[src/rtl/lp_pkg.sv]
package lp_pkg;

    typedef enum logic [3:0] {
        ST_AWAKE,
        ST_REFRESH,
        ST_MRS,
        ST_SR_ENTER,
        ST_SELF_REF,
        ST_SR_EXIT,
        ST_XSNR_WAIT,
        ST_POST,
        ST_PD_ENTER,
        ST_POWER_DOWN,
        ST_PD_EXIT
    } lp_state_e;

    typedef enum logic [1:0] {
        LPM_NONE = 2'd0,
        LPM_SR   = 2'd1,
        LPM_PD   = 2'd2
    } lp_mode_e;

    localparam logic [1:0] UPD_BEFORE_SR = 2'd2;

    // Reserved mode code folds onto "no low power".
    function automatic lp_mode_e decode_mode(input logic [1:0] code);
        unique case (code)
            2'd1:    return LPM_SR;
            2'd2:    return LPM_PD;
            default: return LPM_NONE;
        endcase
    endfunction

endpackage

[src/rtl/lp_idle_timer.sv]
module lp_idle_timer #(
    parameter int SHORT_CYC = 64,
    parameter int LONG_CYC  = 128
) (
    input  logic       clk,
    input  logic       rst_n,
    input  logic       run,
    input  logic       activity,
    input  logic [1:0] tmo_code,
    output logic       ready
);
    localparam int CW = $clog2(LONG_CYC + 1);

    logic [CW-1:0] cnt;
    logic [CW-1:0] limit;

    // Reserved code 3 behaves like code 0.
    always_comb begin
        unique case (tmo_code)
            2'd1:    limit = CW'(SHORT_CYC);
            2'd2:    limit = CW'(LONG_CYC);
            default: limit = '0;
        endcase
    end

    always_ff @(posedge clk) begin
        if (!rst_n) begin
            cnt <= '0;
        end else if (!run || activity) begin
            cnt <= '0;
        end else if (cnt != CW'(LONG_CYC)) begin
            cnt <= cnt + 1'b1;
        end
    end

    assign ready = run && !activity && (cnt >= limit);

    // the idle count saturates at the long delay
    assert_idle_bound_R1: assert property (@(posedge clk) disable iff (!rst_n)
        cnt <= CW'(LONG_CYC));

    // activity restarts the count
    assert_idle_restart_R11: assert property (@(posedge clk) disable iff (!rst_n)
        activity |=> (cnt == '0));

endmodule

[src/rtl/lp_refresh_timer.sv]
module lp_refresh_timer #(
    parameter int REFI_CYCLES = 3900
) (
    input  logic clk,
    input  logic rst_n,
    input  logic hold,
    input  logic clear,
    output logic due
);
    localparam int CW = $clog2(REFI_CYCLES);
    localparam logic [CW-1:0] DUE_AT = CW'(REFI_CYCLES - 2);

    logic [CW-1:0] cnt;

    always_ff @(posedge clk) begin
        if (!rst_n) begin
            cnt <= '0;
        end else if (hold || clear) begin
            cnt <= '0;
        end else if (!due) begin
            cnt <= cnt + 1'b1;
        end
    end

    assign due = (cnt >= DUE_AT);

    // the interval counter never runs past its due point
    assert_refi_bound_R10: assert property (@(posedge clk) disable iff (!rst_n)
        cnt <= DUE_AT);

endmodule

[src/rtl/lp_exit_timer.sv]
module lp_exit_timer #(
    parameter int T_XSNR = 8
) (
    input  logic clk,
    input  logic rst_n,
    input  logic start,
    input  logic run,
    output logic done
);
    localparam int CW = $clog2(T_XSNR + 1);
    localparam logic [CW-1:0] LAST = CW'(T_XSNR - 1);

    logic [CW-1:0] cnt;

    always_ff @(posedge clk) begin
        if (!rst_n) begin
            cnt <= '0;
        end else if (start) begin
            cnt <= '0;
        end else if (run && !done) begin
            cnt <= cnt + 1'b1;
        end
    end

    assign done = run && (cnt == LAST);

    // the wait advances by one each running cycle
    assert_xsnr_step_R6: assert property (@(posedge clk) disable iff (!rst_n)
        (run && !done) |=> (cnt == $past(cnt) + 1'b1));

endmodule

[src/rtl/lp_sequencer.sv]
module lp_sequencer
    import lp_pkg::*;
#(
    parameter int IDLE_SHORT  = 64,
    parameter int IDLE_LONG   = 128,
    parameter int T_XSNR      = 8,
    parameter int REFI_CYCLES = 3900
) (
    input  logic       clk,
    input  logic       rst_n,
    input  logic [1:0] cfg_mode,
    input  logic [1:0] cfg_timeout,
    input  logic       cfg_clk_freeze,
    input  logic       cfg_exit_refresh,
    input  logic [1:0] cfg_upd_policy,
    input  logic       emr_update_pending,
    input  logic       access_pending,
    input  logic       xfer_busy,
    output logic       cmd_sr_enter,
    output logic       cmd_pd_enter,
    output logic       cmd_exit,
    output logic       cmd_refresh,
    output logic       cmd_activate,
    output logic       cmd_mrs_load,
    output logic       cke,
    output logic       clk_en,
    output logic       sr_done
);
    lp_state_e state, state_nx;
    lp_mode_e  mode_eff;
    logic      activity;
    logic      idle_ready;
    logic      ref_due;
    logic      xsnr_done;

    assign mode_eff = decode_mode(cfg_mode);
    assign activity = xfer_busy || access_pending;

    lp_idle_timer #(
        .SHORT_CYC (IDLE_SHORT),
        .LONG_CYC  (IDLE_LONG)
    ) u_idle (
        .clk      (clk),
        .rst_n    (rst_n),
        .run      (state == ST_AWAKE),
        .activity (activity),
        .tmo_code (cfg_timeout),
        .ready    (idle_ready)
    );

    lp_refresh_timer #(
        .REFI_CYCLES (REFI_CYCLES)
    ) u_refi (
        .clk   (clk),
        .rst_n (rst_n),
        .hold  (state == ST_SELF_REF),
        .clear (cmd_refresh),
        .due   (ref_due)
    );

    lp_exit_timer #(
        .T_XSNR (T_XSNR)
    ) u_xsnr (
        .clk   (clk),
        .rst_n (rst_n),
        .start (state == ST_SR_EXIT),
        .run   (state == ST_XSNR_WAIT),
        .done  (xsnr_done)
    );

    always_ff @(posedge clk) begin
        if (!rst_n) state <= ST_AWAKE;
        else        state <= state_nx;
    end

    always_comb begin
        state_nx = state;
        unique case (state)
            ST_AWAKE: begin
                if (!activity && ref_due) begin
                    state_nx = ST_REFRESH;
                end else if (idle_ready && mode_eff == LPM_SR) begin
                    state_nx = (cfg_upd_policy == UPD_BEFORE_SR && emr_update_pending)
                               ? ST_MRS : ST_SR_ENTER;
                end else if (idle_ready && mode_eff == LPM_PD) begin
                    state_nx = ST_PD_ENTER;
                end
            end
            ST_REFRESH:    state_nx = ST_AWAKE;
            ST_MRS:        state_nx = ST_SR_ENTER;
            ST_SR_ENTER:   state_nx = ST_SELF_REF;
            ST_SELF_REF:   if (access_pending) state_nx = ST_SR_EXIT;
            ST_SR_EXIT:    state_nx = ST_XSNR_WAIT;
            ST_XSNR_WAIT:  if (xsnr_done) state_nx = ST_POST;
            ST_POST:       state_nx = ST_AWAKE;
            ST_PD_ENTER:   state_nx = ST_POWER_DOWN;
            ST_POWER_DOWN: if (access_pending || ref_due) state_nx = ST_PD_EXIT;
            ST_PD_EXIT:    state_nx = ST_AWAKE;
            default:       state_nx = ST_AWAKE;
        endcase
    end

    always_comb begin
        cmd_sr_enter = 1'b0;
        cmd_pd_enter = 1'b0;
        cmd_exit     = 1'b0;
        cmd_refresh  = 1'b0;
        cmd_activate = 1'b0;
        cmd_mrs_load = 1'b0;
        cke          = 1'b1;
        clk_en       = 1'b1;
        sr_done      = 1'b0;
        unique case (state)
            ST_REFRESH:  cmd_refresh  = 1'b1;
            ST_MRS:      cmd_mrs_load = 1'b1;
            ST_SR_ENTER: cmd_sr_enter = 1'b1;
            ST_SELF_REF: begin
                cke     = 1'b0;
                clk_en  = 1'b0;
                sr_done = 1'b1;
            end
            ST_SR_EXIT:  cmd_exit     = 1'b1;
            ST_POST: begin
                cmd_refresh  = cfg_exit_refresh;
                cmd_activate = !cfg_exit_refresh;
            end
            ST_PD_ENTER: cmd_pd_enter = 1'b1;
            ST_POWER_DOWN: begin
                cke    = 1'b0;
                clk_en = !cfg_clk_freeze;
            end
            ST_PD_EXIT:  cmd_exit     = 1'b1;
            default: ;
        endcase
    end

    // command requests never overlap
    assert_one_cmd_R3: assert property (@(posedge clk) disable iff (!rst_n)
        $onehot0({cmd_sr_enter, cmd_pd_enter, cmd_exit, cmd_refresh, cmd_activate, cmd_mrs_load}));

    // disabled mode issues no entry
    assert_no_entry_off_R2: assert property (@(posedge clk) disable iff (!rst_n)
        (state == ST_AWAKE && mode_eff == LPM_NONE) |=> !(cmd_sr_enter || cmd_pd_enter || cmd_mrs_load));

    // post-exit command only right after the recovery wait
    assert_post_wait_R6: assert property (@(posedge clk) disable iff (!rst_n)
        cmd_activate |-> ($past(state) == ST_XSNR_WAIT && $past(xsnr_done)));

    // frozen clock while cke is low outside self-refresh
    assert_clk_frozen_R7: assert property (@(posedge clk) disable iff (!rst_n)
        (!cke && !sr_done && cfg_clk_freeze) |-> !clk_en);

    // self-refresh status only ends through an exit
    assert_sr_done_exit_R8: assert property (@(posedge clk) disable iff (!rst_n)
        sr_done |=> (sr_done || cmd_exit));

    // a pending update under policy 2 goes out before entry
    assert_mrs_first_R9: assert property (@(posedge clk) disable iff (!rst_n)
        cmd_sr_enter |-> ($past(state) == ST_MRS ||
                          !($past(cfg_upd_policy) == UPD_BEFORE_SR && $past(emr_update_pending))));

endmodule

[config.mk]
export PLATFORM = sky130hd
export DESIGN_NAME = lp_sequencer
export DESIGN_NICKNAME = d
export VERILOG_FILES = /design/src/rtl/lp_pkg.sv /design/src/rtl/lp_idle_timer.sv /design/src/rtl/lp_refresh_timer.sv /design/src/rtl/lp_exit_timer.sv /design/src/rtl/lp_sequencer.sv
export SDC_FILE = /design/constraint.sdc
export NUM_CORES = 1
export LEC_CHECK = 0
export BUFFER_PORTS_ARGS = -buffer_cell sky130_fd_sc_hd__buf_4
export CAP_MARGIN = 20
export CORE_MARGIN = 8
export CORE_UTILIZATION = 63
export CTS_BUF_LIST = sky130_fd_sc_hd__clkbuf_8
export DETAILED_ROUTE_END_ITERATION = 10
export HOLD_SLACK_MARGIN = 0.12
export PLACE_DENSITY = 0.9
export SYNTH_ARGS = -nofsm -noshare
export SYNTH_HDL_FRONTEND = slang
export SYNTH_SLANG_ARGS = --single-unit
[constraint.sdc]
create_clock -name clk -period 3.5 [get_ports clk]
set_input_delay 0.7 -clock clk [delete_from_list [all_inputs] [get_ports clk]]
set_output_delay 0.7 -clock clk [all_outputs]
set_load 0.05 [all_outputs]
==> results of run 1 <==
[power by group]
group | internal (uW) | switching [uW] | total (uW)
logic | 90.9 | 119 | 210
registers | 339 | 50.2 | 389
clock network | 101 | 98.6 | 199
total | 531 | 268 | 799
[state kept, by name (all words and copies together), names as in the netlist]
name,cells
u_xsnr.cnt,4
u_idle.cnt,8
u_refi.cnt,12
state,4
[cells in the mapped netlist]
cell type,count
sky130_fd_sc_hd__dfxtp_1,28
sky130_fd_sc_hd__nor2_1,28
sky130_fd_sc_hd__xor2_1,15
sky130_fd_sc_hd__nand2_1,13
sky130_fd_sc_hd__nor3_1,12
sky130_fd_sc_hd__inv_1,9
sky130_fd_sc_hd__nand3_1,9
sky130_fd_sc_hd__xnor2_1,8
sky130_fd_sc_hd__ha_1,7
sky130_fd_sc_hd__nand2b_1,6
sky130_fd_sc_hd__nand4_1,6
sky130_fd_sc_hd__a21oi_1,5
sky130_fd_sc_hd__clkbuf_1,4
sky130_fd_sc_hd__nor2b_1,4
sky130_fd_sc_hd__o21ai_0,4
sky130_fd_sc_hd__a211oi_1,3
sky130_fd_sc_hd__or3_1,3
sky130_fd_sc_hd__a221oi_1,2
sky130_fd_sc_hd__and2_1,2
sky130_fd_sc_hd__and3_1,2
sky130_fd_sc_hd__nor4b_1,2
sky130_fd_sc_hd__o2111ai_1,2
sky130_fd_sc_hd__a21o_1,1
sky130_fd_sc_hd__a2bb2oi_1,1
sky130_fd_sc_hd__a311oi_1,1
sky130_fd_sc_hd__a31o_2,1
sky130_fd_sc_hd__and3b_1,1
sky130_fd_sc_hd__and4_1,1
sky130_fd_sc_hd__buf_1,1
sky130_fd_sc_hd__mux2_2,1
sky130_fd_sc_hd__mux2i_1,1
sky130_fd_sc_hd__nand4b_1,1
sky130_fd_sc_hd__nor4_1,1
sky130_fd_sc_hd__o21a_1,1
sky130_fd_sc_hd__o21ai_1,1
sky130_fd_sc_hd__o21ba_2,1
sky130_fd_sc_hd__o311a_1,1
sky130_fd_sc_hd__o31ai_1,1
sky130_fd_sc_hd__o32ai_1,1
sky130_fd_sc_hd__or4_4,1
sky130_fd_sc_hd__or4b_1,1
sky130_fd_sc_hd__or4bb_1,1
[stage by stage]
stage          power (uW)  instance area, um2
6_report              799                1830
2_1_floorplan         545                1590
4_1_cts               800                1830
3_5_place_dp          604                1770
5_1_grt               843                1830
3_3_place_gp          597                1770
[cells by family after synthesis]
logic type,synth area share [%]
compound gates,11.6
xor+xnor,12.6
fa+ha+maj,5.49
buf+inv,3.30
flops,35.2
mux,1.33
simple gates,30.5
[worst paths after layout]
path	slack, ns	endpoint
setup / recovery	0.96	cke
hold / removal	0.52	u_refi.cnt[11]$_SDFFE_PP0N_
setup reg to reg	1.12	state[0]$_SDFFE_PN0P_
hold reg to reg	0.52	u_refi.cnt[11]$_SDFFE_PP0N_
[critical path: stages, from the launching register on]
cell and delay [ns]:
sky130_fd_sc_hd__dfxtp_1 0.61, sky130_fd_sc_hd__or4b_1 0.59, sky130_fd_sc_hd__and2_1 0.18, sky130_fd_sc_hd__buf_4 0.18
[layer usage]
metal	wire, um	track usage (%)	up-vias
met5	0	0	-
met4	45	6.67	0
met3	144	2.37	6
met2	1670	29.4	41
met1	1600	20.4	685
li1	-	-	724
[layout make-up]
cell class / count / share of cell area, %
Clock buffer: 4 / 3.02
Inverter: 9 / 1.85
Tap cell: 30 / 2.06
Timing Repair Buffer: 21 / 8.64
Sequential cell: 28 / 30.7
Multi-Input combinational cell: 152 / 53.7
==> results.rst, run 1 <==
.. list-table::
   :header-rows: 1

   * - Metric
     - Value
   * - Cell at the root of the clock tree
     - sky130_fd_sc_hd__clkbuf_8
   * - Setup repair bufs after CTS
     - 0
   * - Worst setup path startpoint
     - state[2]$_SDFFE_PN0P_
   * - Post-CTS resize count
     - 0
   * - Total nets after synthesis
     - ~210
   * - Max-slew violation count
     - 0
   * - Synthesized instance count
     - 194
   * - Synth area leaders
     - sky130_fd_sc_hd__dfxtp_1 (35%), sky130_fd_sc_hd__xor2_1 (8.2%), sky130_fd_sc_hd__nor2_1 (6.6%)
   * - Syn Std Cell Area
     - between 0.0015 and 0.002 mm2
   * - Number of nets in the layout
     - approximately 240
   * - Post-synthesis area per instance
     - around 8 um2
   * - Category of the most critical setup path
     - flop to output port
   * - Sum of negative setup slack
     - 0 ns
   * - Number of unique standard cell types used by synthesis
     - 42
   * - First-pass GRT wire length
     - 6.09 mm
   * - Setup Skew
     - roughly 0.0074 ns
   * - Insertion delay to the later sink of the worst-skew pair
     - around 0.28 ns
   * - Highest clock rate
     - between 0.3 and 0.4 GHz
   * - Leading area contributor after synthesis
     - sky130_fd_sc_hd__dfxtp_1
   * - # port buffers
     - 21
   * - Fraction of layout instances using a drive strength above 1
     - roughly 14%
   * - Average wire per standard cell
     - 14.2 um
   * - Final Setup Violations
     - 0
   * - Flip-flop and latch count after synthesis
     - 28
   * - Signed area change from the synthesized netlist to the final layout
     - 14.5%
   * - Number of global-route vias before repair
     - between 1000 and 1500
   * - Largest fanout of any net on the critical path
     - 13
   * - Routed wire length
     - 3.47 mm
   * - Register cell area after layout
     - about 560 um2
   * - Worst hold-check path type
     - flop to flop
   * - Outcome
     - finished clean
   * - Number of cells traversed by the worst register-to-register path
     - 5
   * - TritonCTS Buffers
     - 3
   * - Setup repair after global routing missed its margin
     - no
   * - Htree depth
     - 1
   * - Crit. End Element
     - output port
   * - Source of the worst hold timing path
     - u_refi.cnt[11]$_SDFFE_PP0N_
   * - Required @ worst endpoint
     - approximately 2.8 ns
   * - Number of cells in the design after placement
     - 240
   * - Number of sinks handled by clock tree synthesis
     - 28
   * - Vertical extent of the die
     - around 66 um
   * - Placement Setup Slack
     - 1.04 ns
   * - Largest net degree at the start of global routing
     - 16
   * - Final core utilization
     - about three quarters
   * - ANT nets after route
     - 0
   * - Initial antenna violation count
     - 0
   * - Post-layout worst setup margin
     - around 0.96 ns
   * - RD Place Congestion
     - about 0.82
   * - First-pass iteration count of the detailed router
     - 4
   * - Row count
     - 18
   * - Number of vias after detailed routing
     - ~1500
   * - Largest vdd supply drop
     - 0.000350 V
   * - P_leak
     - ~0.00069 uW
   * - Die Wd
     - roughly 66 um
   * - Area fraction of the dominant cell type after synthesis
     - about a third
   * - Total routing resource utilization after global routing
     - 17.0%
   * - Std-Cell Core Area
     - ~0.0024 mm2
   * - CP Launch Type
     - flop
   * - Count of pins on the block boundary
     - 22
   * - Yosys warnings
     - 0
   * - Via-to-Cell Ratio
     - approximately 6
   * - Buffers from clock root to sink, at most
     - 2
   * - Cell depth of the worst min-delay path
     - 1
   * - Startpoint of the lowest-slack register-to-register path
     - state[3]$_SDFFE_PN0P_
   * - Half-perimeter wire length of the detailed placement result
     - approximately 2.7 mm
   * - # Max-Cap Violations
     - 0
   * - GRT overflow
     - 0
   * - DRC viols
     - 0
   * - Hold slack final
     - just over 0.5 ns
   * - Final-layout fill cell count
     - ~180
   * - Drt initial violations
     - between 80 and 90
   * - Hold Fails Final Rpt
     - 0
   * - Overall die area
     - about 0.0044 mm2
   * - CP arrival
     - around 1.8 ns
   * - CTS tree
     - yes
   * - Post-synthesis sequential area ratio
     - 35.2%
   * - Slew HR
     - between 40% and 50%
   * - Non-filler cells in the finished layout
     - approximately 240
   * - Multi-input gate area in the final layout
     - about 1000 um2
   * - CTS hold repair buffers
     - 0
   * - Actual slew at the worst max-slew pin
     - ~0.86 ns
   * - Top library cells by usage in the layout, fill and taps aside
     - sky130_fd_sc_hd__nor2_1 (28), sky130_fd_sc_hd__dfxtp_1 (28), sky130_fd_sc_hd__buf_4 (21)
   * - Diodes inserted
     - 0
   * - Pwr dens
     - ~440 mW/mm2
   * - Final Critical Period
     - roughly 2.5 ns
   * - Share of the clock period used by the worst path
     - about 73%
   * - Post-CTS clock slew at the launch and capture registers of the worst setup and hold paths
     - ~0.10 ns
   * - Starting density of the core
     - between 60% and 70%
Note: power is estimated with default switching activity, not from simulation.
==> run 2: changes to the inputs <==
--- a/config.mk
+++ b/config.mk
@@ -5,14 +5,15 @@
 export SDC_FILE = /design/constraint.sdc
 export NUM_CORES = 1
 export LEC_CHECK = 0
+export ABC_AREA = 1
 export BUFFER_PORTS_ARGS = -buffer_cell sky130_fd_sc_hd__buf_4
 export CAP_MARGIN = 20
 export CORE_MARGIN = 8
-export CORE_UTILIZATION = 63
+export CORE_UTILIZATION = 54
 export CTS_BUF_LIST = sky130_fd_sc_hd__clkbuf_8
 export DETAILED_ROUTE_END_ITERATION = 10
 export HOLD_SLACK_MARGIN = 0.12
-export PLACE_DENSITY = 0.9
+export PLACE_DENSITY = 0.82
 export SYNTH_ARGS = -nofsm -noshare
 export SYNTH_HDL_FRONTEND = slang
 export SYNTH_SLANG_ARGS = --single-unit
==> constraint.sdc (replaced) <==
create_clock -name clk -period 2.2 [get_ports clk]
set_input_delay 0.44 -clock clk [delete_from_list [all_inputs] [get_ports clk]]
set_output_delay 0.44 -clock clk [all_outputs]
set_load 0.05 [all_outputs]
==> run 2 against run 1 <==
Net effect: setup slack worse by 0.78 ns; total power is 72% higher; global-route usage is 2.9 points lower; largest power group unchanged.
==> results.rst, run 2 <==
.. list-table::
   :header-rows: 1

   * - Metric
     - Value
   * - Final-layout fill cell count
     - around 280
   * - Largest net degree at the start of global routing
     - 16
   * - TritonCTS Buffers
     - 3
   * - Register ranked first by flip-flop count
     - u_refi.cnt
   * - EDFF count, synth
     - 0
   * - Outcome
     - finished clean
   * - Critical Path, Cell by Cell
     - inv_1 > nor2_1 > inv_2 > nor2_4 > nor2_4 > o21bai_1 > buf_4
   * - Placement-stage cell area
     - 0.00191 mm2
   * - Routed wire length
     - between 3 and 4 mm
   * - Overall die area
     - about 0.0052 mm2
   * - First-pass GRT wire length
     - 5.99 mm
   * - Most common library cells after synthesis
     - sky130_fd_sc_hd__nor2_1 (35), sky130_fd_sc_hd__inv_1 (34), sky130_fd_sc_hd__nand2_1 (34)
   * - Post-synthesis sequential area ratio
     - roughly 33%
   * - Most common library cell in the layout ignoring fill and taps
     - sky130_fd_sc_hd__nor2_1
   * - CP arrival
     - 1.58 ns
   * - Final Setup Violations
     - 0
   * - Via-to-Cell Ratio
     - around 5
   * - Pwr dens
     - 700 mW/mm2
   * - Switching power
     - 508 uW
   * - Most repeated cell in the gate-level netlist after synthesis
     - sky130_fd_sc_hd__nor2_1
   * - Required @ worst endpoint
     - ~1.8 ns
   * - Largest fanout of any net on the critical path
     - 5
   * - Die Wd
     - 72.1 um
   * - Row count
     - 20
   * - DRC viols
     - 0
   * - CP top delay family
     - flip-flops
   * - Worst hold-check path type
     - input pin to flop
   * - # Max-Cap Violations
     - 0
   * - Hold Fails Final Rpt
     - 0
   * - Largest registers
     - u_refi.cnt (12), u_idle.cnt (8)
   * - Insertion delay to the later sink of the worst-skew pair
     - 0.27 ns
   * - RD Place Congestion
     - 0.912
   * - Syn Std Cell Area
     - roughly 0.0017 mm2
   * - Max-slew violation count
     - 0
   * - Synth area leaders
     - sky130_fd_sc_hd__dfxtp_1 (33%), sky130_fd_sc_hd__nor2_1 (7.7%), sky130_fd_sc_hd__inv_1 (7.5%)
   * - Average wire per standard cell
     - around 11 um
   * - Critical path buffer and inverter count
     - 3
   * - Post-synthesis area per instance
     - about 7.0 um2
   * - Number of unique standard cell types used by synthesis
     - 36
   * - Number of cells in the design after placement
     - between 300 and 400
   * - Category of the most critical setup path
     - flop to output port
   * - Flip-flop and latch count after synthesis
     - 28
   * - Htree depth
     - 1
   * - Most common flop cell mapped by yosys
     - sky130_fd_sc_hd__dfxtp_1
   * - Count of pins on the block boundary
     - 22
   * - CP max stage delay
     - between 0.4 and 0.5 ns
   * - Crit. End Element
     - output port
   * - Share of async-settable or async-resettable flops after synthesis
     - 0%
   * - ANT nets after route
     - 0
   * - Multi-input gate area in the final layout
     - ~990 um2
   * - Actual slew at the worst max-slew pin
     - 0.537 ns
   * - Diodes inserted
     - 0
   * - Register cell area after layout
     - 561 um2
   * - Internal cell power
     - 868 uW
   * - Number of sinks handled by clock tree synthesis
     - 28
   * - Setup repair bufs after CTS
     - 0
   * - Yosys warnings
     - 0
   * - Signed area change from the synthesized netlist to the final layout
     - 15.8%
   * - Cell at the root of the clock tree
     - sky130_fd_sc_hd__clkbuf_8
   * - Std-Cell Core Area
     - between 0.003 and 0.004 mm2
   * - CP Launch Type
     - flop
   * - Starting density of the core
     - 56.0%
   * - Synthesized instance count
     - ~240
   * - Sum of negative setup slack
     - 0 ns
   * - Number of global-route vias before repair
     - roughly 1400
   * - CTS hold repair buffers
     - 0
   * - Critical path's slowest cell
     - sky130_fd_sc_hd__dfxtp_1
   * - First-pass iteration count of the detailed router
     - 4
   * - Clock network power share
     - 22.8%
   * - Post-CTS clock slew at the launch and capture registers of the worst setup and hold paths
     - approximately 0.09 ns
   * - Setup repair after global routing missed its margin
     - no
   * - Portion of total power attributed to combinational logic
     - 35.0%
   * - Share of the clock period used by the worst path
     - between 90% and 100%
   * - Non-filler cells in the finished layout
     - a little over 300
   * - Number of nets in the layout
     - approximately 290
   * - Total routing resource utilization after global routing
     - ~14%
   * - Leading area contributor after synthesis
     - sky130_fd_sc_hd__dfxtp_1
   * - Switch share
     - 36.9%
   * - Design area
     - roughly 0.002 mm2
   * - Fraction of layout instances using a drive strength above 1
     - between 10% and 20%
   * - Setup Skew
     - roughly 0.0027 ns
   * - Flip-flop count of the largest register after layout
     - 12
   * - Half-perimeter wire length of the detailed placement result
     - roughly 2.7 mm
   * - P_leak
     - 0.000875 uW
   * - GRT overflow
     - 0
   * - Hold slack final
     - roughly 0.4 ns
   * - CTS tree
     - yes
   * - Post-CTS resize count
     - 0
   * - Most frequent cell on the critical path
     - sky130_fd_sc_hd__nor2_4
   * - Final Critical Period
     - between 2 and 2.5 ns
   * - Overall power after layout
     - roughly 1400 uW
   * - Number of vias after detailed routing
     - 1531
   * - Area fraction of the dominant cell type after synthesis
     - around 33%
   * - Initial antenna violation count
     - 0
   * - Slew HR
     - between 60% and 70%
   * - Sequential Power Share
     - between 40% and 50%
   * - Total nets after synthesis
     - 261
   * - Buffers from clock root to sink, at most
     - 2
   * - Highest clock rate
     - just under 0.5 GHz
   * - Vertical extent of the die
     - slightly above 70 um
   * - Drt initial violations
     - 140
   * - Largest vdd supply drop
     - 0.000373 V
   * - Internal reg-to-reg setup slack
     - around 0.57 ns
   * - Top library cells by usage in the layout, fill and taps aside
     - sky130_fd_sc_hd__nor2_1 (35), sky130_fd_sc_hd__inv_1 (34), sky130_fd_sc_hd__nand2_1 (34)
   * - # port buffers
     - 21
==> run 2: power by group through the flow <==
| stage | Combinational, uW | Clock [uW] | Sequential (uW) |
|---|---|---|---|
| global route | 537 | 347 | 588 |
| finish | 481 | 313 | 581 |
| CTS | 483 | 330 | 581 |
| global placement | 476 | 0 | 591 |
| floorplan | 375 | 0 | 584 |
| detailed placement | 482 | 0 | 592 |
==> run 2: cells by family after synthesis <==
group | synth area share [%]
xor gates and xnor gates | 2.58
adders and majority gates | 5.16
and+or+nand+nor | 36.6
buffers and inverters | 8.63
AOI/OAI and AO/OA | 14.0
DFF | 33.0
==> run 2: routing by layer <==
layer	part of all wire, %	GRT usage [%]
met5	0	0
met1	50	17.7
met4	1.8	7.26
met3	3.1	2.48
met2	45	22.2
==> run 2: layout make-up <==
cell class / count / area share [%]
Sequential cell: 28 / 28.5
Multi-Input combinational cell: 174 / 50.4
Clock buffer: 4 / 2.80
Timing Repair Buffer: 21 / 8.03
Inverter: 39 / 7.45
Tap cell: 44 / 2.80
==> run 2: worst paths after layout <==
path / endpoint / startpoint / cells after the start
max: clk_en / state[0]$_SDFFE_PN0P_ / 7
min: state[0]$_SDFFE_PN0P_ / rst_n / 3
max reg2reg: u_refi.cnt[11]$_SDFFE_PP0N_ / u_refi.cnt[0]$_SDFFE_PP0N_ / 13
min reg2reg: u_refi.cnt[5]$_SDFFE_PP0N_ / u_refi.cnt[5]$_SDFFE_PP0N_ / 2
==> run 2: metrics by stage <==
stage	util (%)	setup slack, ns
floorplan	-	0.128
global placement	63.1	0.405
detailed placement	63.1	0.348
CTS	64.9	0.167
global route	64.9	0.0346
finish	64.9	0.178
==> run 2: tightest hold or removal path, stage by stage <==
cell                      delay, ns
sky130_fd_sc_hd__buf_4         0.09
sky130_fd_sc_hd__nand2_1       0.04
sky130_fd_sc_hd__nor2_1        0.07
